### config.mk
export PLATFORM = sky130hd
export DESIGN_NAME = i2c_rate_gen
export DESIGN_NICKNAME = d
export VERILOG_FILES = /design/src/rtl/i2c_rate_pkg.sv /design/src/rtl/i2c_rate_cfg.sv /design/src/rtl/i2c_rate_prescale.sv /design/src/rtl/i2c_rate_scl_div.sv /design/src/rtl/i2c_rate_gen.sv
export SDC_FILE = /design/constraint.sdc
export NUM_CORES = 1
export LEC_CHECK = 0
export BUFFER_PORTS_ARGS = -buffer_cell sky130_fd_sc_hd__buf_2
export CORE_ASPECT_RATIO = 2
export CORE_MARGIN = 5
export CORE_UTILIZATION = 40
export DETAILED_ROUTE_END_ITERATION = 8
export PLACE_DENSITY_LB_ADDON = 0.3
export SYNTH_ARGS = -nofsm -noshare
export SYNTH_HDL_FRONTEND = slang
export SYNTH_SLANG_ARGS = --single-unit
### constraint.sdc
create_clock -name clk -period 9.06 [get_ports clk]
set_clock_uncertainty 0.05 [all_clocks]
set_input_delay 0.906 -clock clk [delete_from_list [all_inputs] [get_ports clk]]
set_output_delay 0.906 -clock clk [all_outputs]
set_load 0.02 [all_outputs]
### src/rtl/i2c_rate_pkg.sv
// Package: shared widths and the decoded rate configuration type for the
// two-stage I2C rate generator. Assumes the control byte is CFG_W bits wide
// with the exponent in the low bits and the scalar just above it.
package i2c_rate_pkg;

    localparam int unsigned CFG_W     = 8;   // control byte width
    localparam int unsigned N_W       = 3;   // exponent field width
    localparam int unsigned M_W       = 4;   // scalar field width
    localparam int unsigned HALF_UNIT = 5;   // strobes per half period per (M+1)

    typedef struct packed {
        logic [M_W-1:0] m;   // SCL scalar
        logic [N_W-1:0] n;   // prescaler exponent
    } rate_cfg_t;

endpackage

### src/rtl/i2c_rate_cfg.sv
// Module: i2c_rate_cfg
// Holds the write-only rate control byte. It decodes the scalar and the
// exponent on a write and drops the reserved top bit.
// Assumes: a single write port with no read path. The status register that
// shares the address is decoded elsewhere.
module i2c_rate_cfg
    import i2c_rate_pkg::*;
#(
    parameter int unsigned DATA_W = CFG_W
) (
    input  logic              clk,
    input  logic              rst_n,
    input  logic              wr_en,
    input  logic [DATA_W-1:0] wr_data,
    output rate_cfg_t         cfg
);

    localparam int unsigned FIELD_TOP = N_W + M_W;

    // reserved bits are deliberately not stored
    logic unused_rsvd;
    assign unused_rsvd = ^wr_data[DATA_W-1:FIELD_TOP];

    // capture the decoded fields on a write, clear on reset
    always_ff @(posedge clk) begin
        if (!rst_n) begin
            cfg <= '0;
        end else if (wr_en) begin
            cfg.m <= wr_data[FIELD_TOP-1:N_W];
            cfg.n <= wr_data[N_W-1:0];
        end
    end

    // the stored fields follow the written byte positions
    a_r1_field_capture: assert property (@(posedge clk) disable iff (!rst_n)
        wr_en |=> (cfg.n == $past(wr_data[N_W-1:0])) &&
                  (cfg.m == $past(wr_data[FIELD_TOP-1:N_W])));

    // without a write the fields hold
    a_r1_hold_idle: assert property (@(posedge clk) disable iff (!rst_n)
        !wr_en |=> $stable(cfg));

endmodule

### src/rtl/i2c_rate_prescale.sv
// Module: i2c_rate_prescale
// First stage. A free-running counter wraps every 2^N system clocks and
// emits a one-cycle sample strobe on the wrap cycle. The exponent is
// adopted only at a wrap, so the interval in progress always completes.
// Assumes: N fits in N_W bits, so the counter needs 2^N_W - 1 bits.
module i2c_rate_prescale
    import i2c_rate_pkg::*;
#(
    parameter int unsigned EXP_W = N_W
) (
    input  logic             clk,
    input  logic             rst_n,
    input  logic [EXP_W-1:0] n_cfg,
    output logic             samp_stb
);

    localparam int unsigned PRE_W = (1 << EXP_W) - 1;

    logic [PRE_W-1:0] pre_cnt;
    logic [EXP_W-1:0] n_act;
    logic [PRE_W-1:0] pre_lim;
    logic             pre_wrap;

    // terminal count for the exponent in force: 2^N - 1
    always_comb begin
        pre_lim  = PRE_W'((32'd1 << n_act) - 32'd1);
        pre_wrap = (pre_cnt == pre_lim);
    end

    assign samp_stb = pre_wrap;

    // advance the counter and take up a new exponent only at wrap
    always_ff @(posedge clk) begin
        if (!rst_n) begin
            pre_cnt <= '0;
            n_act   <= '0;
        end else if (pre_wrap) begin
            pre_cnt <= '0;
            n_act   <= n_cfg;
        end else begin
            pre_cnt <= pre_cnt + 1'b1;
        end
    end

    // the counter never passes its terminal count
    a_r3_cnt_bound: assert property (@(posedge clk) disable iff (!rst_n)
        pre_cnt <= pre_lim);

    // every strobe restarts the interval from zero
    a_r3_restart: assert property (@(posedge clk) disable iff (!rst_n)
        samp_stb |=> (pre_cnt == '0));

    // the exponent in force changes only at a wrap
    a_r8_exp_hold: assert property (@(posedge clk) disable iff (!rst_n)
        !samp_stb |=> $stable(n_act));

endmodule

### src/rtl/i2c_rate_scl_div.sv
// Module: i2c_rate_scl_div
// Second stage. It counts sample strobes and toggles SCL after every
// HALF_UNIT*(M+1) of them. It emits one-cycle strobes on the first cycle
// of each new SCL level. With master mode off, SCL is released high and
// the counter is parked at zero. The scalar is adopted only at a toggle,
// or at any time while idle.
// Assumes: samp_stb is a single-cycle pulse from the prescaler.
module i2c_rate_scl_div
    import i2c_rate_pkg::*;
#(
    parameter int unsigned SCAL_W = M_W,
    parameter int unsigned UNIT   = HALF_UNIT
) (
    input  logic              clk,
    input  logic              rst_n,
    input  logic              samp_stb,
    input  logic              master_en,
    input  logic [SCAL_W-1:0] m_cfg,
    output logic              scl_out,
    output logic              scl_rise,
    output logic              scl_fall
);

    localparam int unsigned HALF_MAX = UNIT * (1 << SCAL_W);
    localparam int unsigned HC_W     = $clog2(HALF_MAX);

    logic [HC_W-1:0]   half_cnt;
    logic [HC_W-1:0]   half_lim;
    logic [SCAL_W-1:0] m_act;
    logic              scl_q;
    logic              half_end;

    // terminal strobe count for the scalar in force
    always_comb begin
        half_lim = HC_W'(UNIT * (32'(m_act) + 32'd1) - 32'd1);
        half_end = samp_stb && (half_cnt == half_lim);
    end

    assign scl_out = scl_q;

    // count strobes, toggle SCL at half-period end, release when idle
    always_ff @(posedge clk) begin
        if (!rst_n) begin
            half_cnt <= '0;
            m_act    <= '0;
            scl_q    <= 1'b1;
            scl_rise <= 1'b0;
            scl_fall <= 1'b0;
        end else if (!master_en) begin
            half_cnt <= '0;
            m_act    <= m_cfg;
            scl_q    <= 1'b1;
            scl_rise <= ~scl_q;
            scl_fall <= 1'b0;
        end else if (half_end) begin
            half_cnt <= '0;
            m_act    <= m_cfg;
            scl_q    <= ~scl_q;
            scl_rise <= ~scl_q;
            scl_fall <= scl_q;
        end else begin
            if (samp_stb) begin
                half_cnt <= half_cnt + 1'b1;
            end
            scl_rise <= 1'b0;
            scl_fall <= 1'b0;
        end
    end

    // the strobe count stays inside one half period
    a_r4_cnt_bound: assert property (@(posedge clk) disable iff (!rst_n)
        half_cnt <= half_lim);

    // in master mode SCL moves only right after a sample strobe
    a_r6_move_on_stb: assert property (@(posedge clk) disable iff (!rst_n)
        ($past(master_en) && (scl_out != $past(scl_out))) |-> $past(samp_stb));

    // idle releases SCL and parks the counter
    a_r7_release: assert property (@(posedge clk) disable iff (!rst_n)
        !master_en |=> (scl_out && (half_cnt == '0)));

    // the scalar in force changes only at a toggle while active
    a_r8_scal_hold: assert property (@(posedge clk) disable iff (!rst_n)
        (master_en && !half_end) |=> $stable(m_act));

    // edge strobes coincide with a fresh level
    a_r9_rise_level: assert property (@(posedge clk) disable iff (!rst_n)
        scl_rise |-> (scl_out && !$past(scl_out)));

    a_r9_fall_level: assert property (@(posedge clk) disable iff (!rst_n)
        scl_fall |-> (!scl_out && $past(scl_out)));

    a_r9_exclusive: assert property (@(posedge clk) disable iff (!rst_n)
        $onehot0({scl_rise, scl_fall}));

endmodule

### src/rtl/i2c_rate_gen.sv
// Module: i2c_rate_gen
// Top of the two-stage I2C rate generator. It chains the control byte
// register, the 2^N prescaler and the 10*(M+1) SCL divider.
// Assumes: one system clock domain and synchronous active-low reset. The
// read-only status register at the same address is outside this block.
module i2c_rate_gen
    import i2c_rate_pkg::*;
#(
    parameter int unsigned DATA_W = CFG_W
) (
    input  logic              clk,
    input  logic              rst_n,
    input  logic              cfg_wr_en,
    input  logic [DATA_W-1:0] cfg_wr_data,
    input  logic              master_en,
    output logic              samp_stb,
    output logic              scl_out,
    output logic              scl_rise,
    output logic              scl_fall
);

    rate_cfg_t cfg_q;

    i2c_rate_cfg #(
        .DATA_W (DATA_W)
    ) u_cfg (
        .clk     (clk),
        .rst_n   (rst_n),
        .wr_en   (cfg_wr_en),
        .wr_data (cfg_wr_data),
        .cfg     (cfg_q)
    );

    i2c_rate_prescale #(
        .EXP_W (N_W)
    ) u_prescale (
        .clk      (clk),
        .rst_n    (rst_n),
        .n_cfg    (cfg_q.n),
        .samp_stb (samp_stb)
    );

    i2c_rate_scl_div #(
        .SCAL_W (M_W),
        .UNIT   (HALF_UNIT)
    ) u_scl_div (
        .clk       (clk),
        .rst_n     (rst_n),
        .samp_stb  (samp_stb),
        .master_en (master_en),
        .m_cfg     (cfg_q.m),
        .scl_out   (scl_out),
        .scl_rise  (scl_rise),
        .scl_fall  (scl_fall)
    );

    // no edge strobe while reset is held
    a_r2_quiet_reset: assert property (@(posedge clk)
        !rst_n |=> (!scl_rise && !scl_fall && scl_out));

endmodule

* Word-level counts from Yosys, hierarchy flattened
Index checks and enable logic that the tools add are counted.
W data, S select, Z words.
** Word-level totals
- Register bits :: 31
- Input port bits :: 12
- Output and inout port bits :: 4
** Operators by class
- Add/sub/neg operators :: 5
- $mul :: 1
- Equality and inequality tests :: 3
- Shift-type cells :: 1
- Muxes and demuxes :: 4
- Bitwise logic cells :: 3
- Reductions and logical operators :: 5
** Operators with widths (number)
- $mul A3 B32 Y7 const A :: 1
- $add A7 B1 Y7 const B :: 2
- $eq A7 B7 Y1 :: 2
- $sub A7 B1 Y7 const B :: 2
- $mux W4 :: 2
- $shl A1 B3 Y7 const A :: 1
- $add A4 B1 Y5 const B :: 1
- $not A1 Y1 :: 3
- $reduce_and A3 Y1 :: 1
- $reduce_or A3 Y1 :: 1
- $mux W1 :: 2
- $ne A2 B1 Y1 const B :: 1
- $reduce_and A2 Y1 :: 1
- $reduce_or A2 Y1 :: 1
- $logic_and A1 B1 Y1 :: 1

* Logic depth before layout (Yosys ltp)
- Word-level depth :: 7
- Depth in mapped cells :: 13
- Depth with buffers taken out :: 12

* By module
From an unflattened synthesis, not the netlist that was laid out.
** Second synthesis, totals
- Cell total of the unflattened synthesis :: 176
- Area, all modules :: 1740.4 µm²
** Modules (own cells, without submodules)
- i2c_rate_scl_div :: times used 1, cells an instance 95, area an instance 918.4 µm², sequential area each 280.3 µm²
- i2c_rate_prescale :: times used 1, cells an instance 59, area an instance 556.8 µm², sequential area each 200.2 µm²
- i2c_rate_cfg :: times used 1, cells an instance 22, area an instance 265.3 µm², sequential area each 140.1 µm²

* Worst setup path after synthesis
No wires, ideal clock.
- Kind :: register to register
- Start point :: reg u_scl_div.m_act[0]
- End point :: reg u_scl_div.m_act[0]
- Data arrival time :: 3.189 ns
- Required time :: 8.890 ns
- Setup slack :: 5.701 ns
- Cell stages (with the launch flop) :: 14
- Buffers on the path :: 1
- Cell sequence :: dfxtp_1 buf_2 inv_1 ha_1 inv_1 fa_1 inv_1 ha_1 a21oi_1 o21ai_0 a21oi_1 xnor3_1 and2_4 a211o_1
** On the way
- Longest elaborated chain between the ends :: 6
** Ends and longest elaborated chain
- start: declaration :: line i2c_rate_scl_div.sv:29 : logic [SCAL_W-1:0] m_act;
- start signal: assignment :: line i2c_rate_scl_div.sv:51 : m_act <= m_cfg;
- start signal: assignment :: line i2c_rate_scl_div.sv:57 : m_act <= m_cfg;
- $add A4 B1 Y5 :: line i2c_rate_scl_div.sv:35 : half_lim = HC_W'(UNIT * (32'(m_act) + 32'd1) - 32'd1);
- $mul A3 B32 Y7 :: line i2c_rate_scl_div.sv:35
- $sub A7 B1 Y7 :: line i2c_rate_scl_div.sv:35
- $eq A7 B7 Y1 :: line i2c_rate_scl_div.sv:36 : half_end = samp_stb && (half_cnt == half_lim);
- $logic_and A1 B1 Y1 :: line i2c_rate_scl_div.sv:36
- $ne A2 B1 Y1 (no source line)
Every way passes these cells.
A chain may end at the register's enable or synchronous reset.

* Worst setup path after layout
- Start point :: reg u_scl_div.m_act[0]
- End point :: reg u_scl_div.half_cnt[1]
** On the way
- Longest elaborated chain between the ends :: 6
** Ends and longest elaborated chain
- $add A4 B1 Y5 :: line i2c_rate_scl_div.sv:35
- $mul A3 B32 Y7 :: line i2c_rate_scl_div.sv:35
- $sub A7 B1 Y7 :: line i2c_rate_scl_div.sv:35
- $eq A7 B7 Y1 :: line i2c_rate_scl_div.sv:36
- $logic_and A1 B1 Y1 :: line i2c_rate_scl_div.sv:36
- $reduce_or A3 Y1 (no source line)
- end signal: assignment :: line i2c_rate_scl_div.sv:63 : half_cnt <= half_cnt + 1'b1;
- end: declaration :: line i2c_rate_scl_div.sv:27 : logic [HC_W-1:0] half_cnt;
Every way passes these cells.

==> results by group <==
Timing
  • Final Setup Violations: 0
  • Final min period: 3.81 ns
  • Final hold slack: 0.417 ns
  • Pins Over Slew Limit: 0
  • Worst Slack Setup Final: 5.25 ns
  • Period Utilization, post-route: 0.421
  • Final TNS setup: 0 ns
  • Least-Margin Pin Slew: 0.498 ns
  • Hold Fails Final Rpt: 0
  • Slew margin rel.: 0.666
  • FMAX: 0.262 GHz
  • RSZ-0062 raised after global routing: no

Floorplanning
  • Die span in y: 108 µm
  • Num rows: 35
  • Initial Util: 0.415
  • Die W: 59.1 µm
  • Full die area: 0.00639 mm²
  • Core Region: 0.00464 mm²
  • IO Count: 16

Route
  • Antenna-violating nets left: 0
  • Number of DRC markers in iteration 0: 20
  • DRT Wirelength: 3950 µm
  • Detailed-route via count: 1581
  • Residual DRC: 0
  • Vias per cell: 5.47
  • Routed len/inst: 13.7 µm
  • First-pass iteration count of the detailed router: 4

Place
  • Dpl cell area: 0.00201 mm²
  • Dpl hpwl: 3030 µm
  • Port bufs: 14
  • Placement Setup Slack: 5.22 ns
  • GPL Wtd Cong: 0.726

Critical path
  • Critical path cell sequence: inv_1, ha_1, inv_1, fa_1, inv_1, ha_1, xor2_1, and3_1, a211oi_2, nand2_1, a31o_2, a21oi_1
  • Worst setup EP type: flop
  • WP depth: 12
  • FF-to-FF path depth: 12
  • Critical path fanouts, max: 10
  • Crit Path Category: reg2reg
  • Worst endpoint required time: 9.23 ns
  • CP peak stage delay: 0.56 ns
  • Slowest cell on crit path: dfxtp_1
  • Most used cell, CP: inv_1
  • Worst path bufs/invs: 3
  • Setup crit start kind: flop
  • Family with the most delay on the worst path: adder cells
  • WP data arrival: 3.98 ns

Status
  • Status: complete, no violations

Cells and area
  • Most common cell after layout, fill and taps aside: dfxtp_1
  • Post-layout utilization of the core: 0.456
  • Final Cell Area: 0.00212 mm²
  • Ratio of cells with drive above 1 in the final layout: 0.124
  • FILL cells: 504
  • Nets: 257
  • Inserted Diodes: 0
  • Commonest cells after routing, fill and taps aside: dfxtp_1 (31), nor2_1 (17), nand2_1 (16), a21oi_1 (16)
  • Synth-to-Final Area Change: 9.94%

Clock network
  • Worst-Skew Late Latency: 0.28 ns
  • CTS Sinks: 31
  • TritonCTS buffer count: 5
  • Hold buffers post-CTS: 0
  • Clk root buf: clkbuf_8
  • Reg clk slew, reported paths: 0.07 ns
  • TritonCTS clock tree: done
  • Post-CTS Setup Bufs: 0
  • Clock tree buffer depth: 2
  • PostCTS Resize Cnt: 0
  • H-tree depth: 2

Job
  • Max-cap check violation count: 0

Power and ir drop
  • Max rail drop VDD: 0.000168 V
  • Leak: 0.000870 µW
  • Power Density: 213 mW/mm²

Global route
  • Remaining Overflow, GRT: 0
  • First-pass GRT wire length: 6860 µm
  • Overall Global Routing Usage: 0.138
  • Initial antenna violation count: 0
  • Vias in the first global route: 1569
  • Largest net degree at the start of global routing: 23

Synthesis
  • Mapped Avg Cell Area: 8.60 µm²
  • Yosys warnings: 0
  • Yosys reg bits: 31
  • Count of different cell masters after synthesis: 40
  • Gate Count Post-Synth: 224
  • Post-synthesis sequential area ratio: 0.322
  • Post-Syn Nets: 247
  • Synth Cell Area: 0.00193 mm²

Min path
  • Worst hold path type: reg2reg
  • Worst Hold Depth: 2
==> worst reg2reg max path, stage by stage (launching register included) <==
cell and delay (ns):
dfxtp_1 0.56, inv_1 0.09, ha_1 0.39, inv_1 0.09
fa_1 0.55, inv_1 0.05, ha_1 0.35, xor2_1 0.19
and3_1 0.21, a211oi_2 0.44, nand2_1 0.29, a31o_2 0.38
a21oi_1 0.12
==> cell type report <==
class / count / area (µm²) / share of cell area
Clock inverter: 1 / 30.0 / 0.0142
Sequential cell: 31 / 621 / 0.293
Timing Repair Buffer: 15 / 77.6 / 0.0366
Multi-Input combinational cell: 173 / 1220 / 0.575
Inverter: 8 / 30.0 / 0.0142
Clock buffer: 6 / 72.6 / 0.0343
Tap cell: 55 / 68.8 / 0.0325
==> state kept, by name, indices dropped and copies added (netlist names) <==
name	flops
u_prescale.pre_cnt	7
u_scl_div.m_act	4
u_prescale.n_act	3
u_scl_div.scl_rise	1
u_scl_div.scl_out	1
u_cfg.cfg	7
u_scl_div.scl_fall	1
u_scl_div.half_cnt	7
==> metrics by stage <==
step           cells  power [µW]
2_1_floorplan    224         290
4_1_cts          289         458
6_report         289         452
5_1_grt          289         485
3_3_place_gp     282         324
3_5_place_dp     282         325
==> worst paths after layout <==
path | from | endpoint | slack (ns)
worst max-delay path | u_scl_div.m_act[0]$_SDFFE_PN0P_ | u_scl_div.half_cnt[1]$_SDFFE_PP0P_ | 5.25
worst min-delay path | u_cfg.cfg[0]$_SDFFE_PN0P_ | u_prescale.n_act[0]$_SDFFE_PN0P_ | 0.42
worst max register to register | u_scl_div.m_act[0]$_SDFFE_PN0P_ | u_scl_div.half_cnt[1]$_SDFFE_PP0P_ | 5.25
worst min register to register | u_cfg.cfg[0]$_SDFFE_PN0P_ | u_prescale.n_act[0]$_SDFFE_PN0P_ | 0.42
==> layer usage <==
| layer | part of all wire | global-route usage |
|---|---|---|
| met4 | 0.032 | 0.0681 |
| met5 | 0 | 0 |
| met3 | 0.016 | 0.0263 |
| met1 | 0.37 | 0.132 |
| met2 | 0.58 | 0.265 |
==> synthesized netlist by cell type <==
| cell | instances | share of area |
|---|---|---|
| and3_1 | 4 | 0.013 |
| nor4_1 | 2 | 0.0065 |
| nor2b_1 | 10 | 0.032 |
| a21oi_1 | 16 | 0.042 |
| ha_1 | 10 | 0.065 |
| nand4_1 | 2 | 0.0065 |
| o22ai_1 | 5 | 0.016 |
| o21ai_0 | 9 | 0.023 |
| a222oi_1 | 1 | 0.0052 |
| nand3_1 | 12 | 0.031 |
| nor4_4 | 1 | 0.011 |
| dfxtp_1 | 31 | 0.32 |
| nand2_1 | 16 | 0.031 |
| clkbuf_1 | 6 | 0.012 |
| xor2_1 | 10 | 0.045 |
| xnor3_1 | 1 | 0.012 |
| a211oi_2 | 1 | 0.0065 |
| a31o_2 | 1 | 0.0045 |
| nor4_2 | 2 | 0.013 |
| a21boi_0 | 3 | 0.012 |
| nor2_1 | 17 | 0.033 |
| nand2b_1 | 1 | 0.0033 |
| nor4b_1 | 2 | 0.0091 |
| buf_4 | 2 | 0.0078 |
| nor3b_1 | 4 | 0.016 |
| a211o_1 | 6 | 0.027 |
| nor3_1 | 5 | 0.013 |
| and2_4 | 1 | 0.0045 |
| o21ai_1 | 1 | 0.0026 |
| fa_1 | 1 | 0.010 |
| nand3_2 | 1 | 0.0052 |
| a221o_1 | 1 | 0.0052 |
| and4_1 | 1 | 0.0045 |
| mux2i_1 | 9 | 0.047 |
| xnor2_1 | 14 | 0.064 |
| a31oi_1 | 1 | 0.0033 |
| inv_1 | 8 | 0.016 |
| or3b_2 | 1 | 0.0045 |
| a21o_1 | 1 | 0.0039 |
| buf_2 | 4 | 0.010 |
==> report_power, final <==
group | internal [µW] | switching (µW) | total (µW) | leakage [µW]
combinational | 58.4 | 98.1 | 156 | 0.000567
sequential | 147 | 16.9 | 164 | 0.000252
clock | 80.5 | 50.5 | 131 | 0.0000513
total | 286 | 165 | 452 | 0.000870
==> cell families (layout without fill, tap and decap cells) <==
family                     after synthesis  count (layout)  share of synthesized area
AOI/OAI and AO/OA                       46              46                      0.151
xor gates and xnor gates                25              25                      0.121
adders and majority gates               11              11                     0.0754
buffers and inverters                   20              30                     0.0455
DFF                                     31              31                      0.322
muxes                                    9               9                     0.0468
and+or+nand+nor                         82              82                      0.238
(Power assumes the default switching activity.)
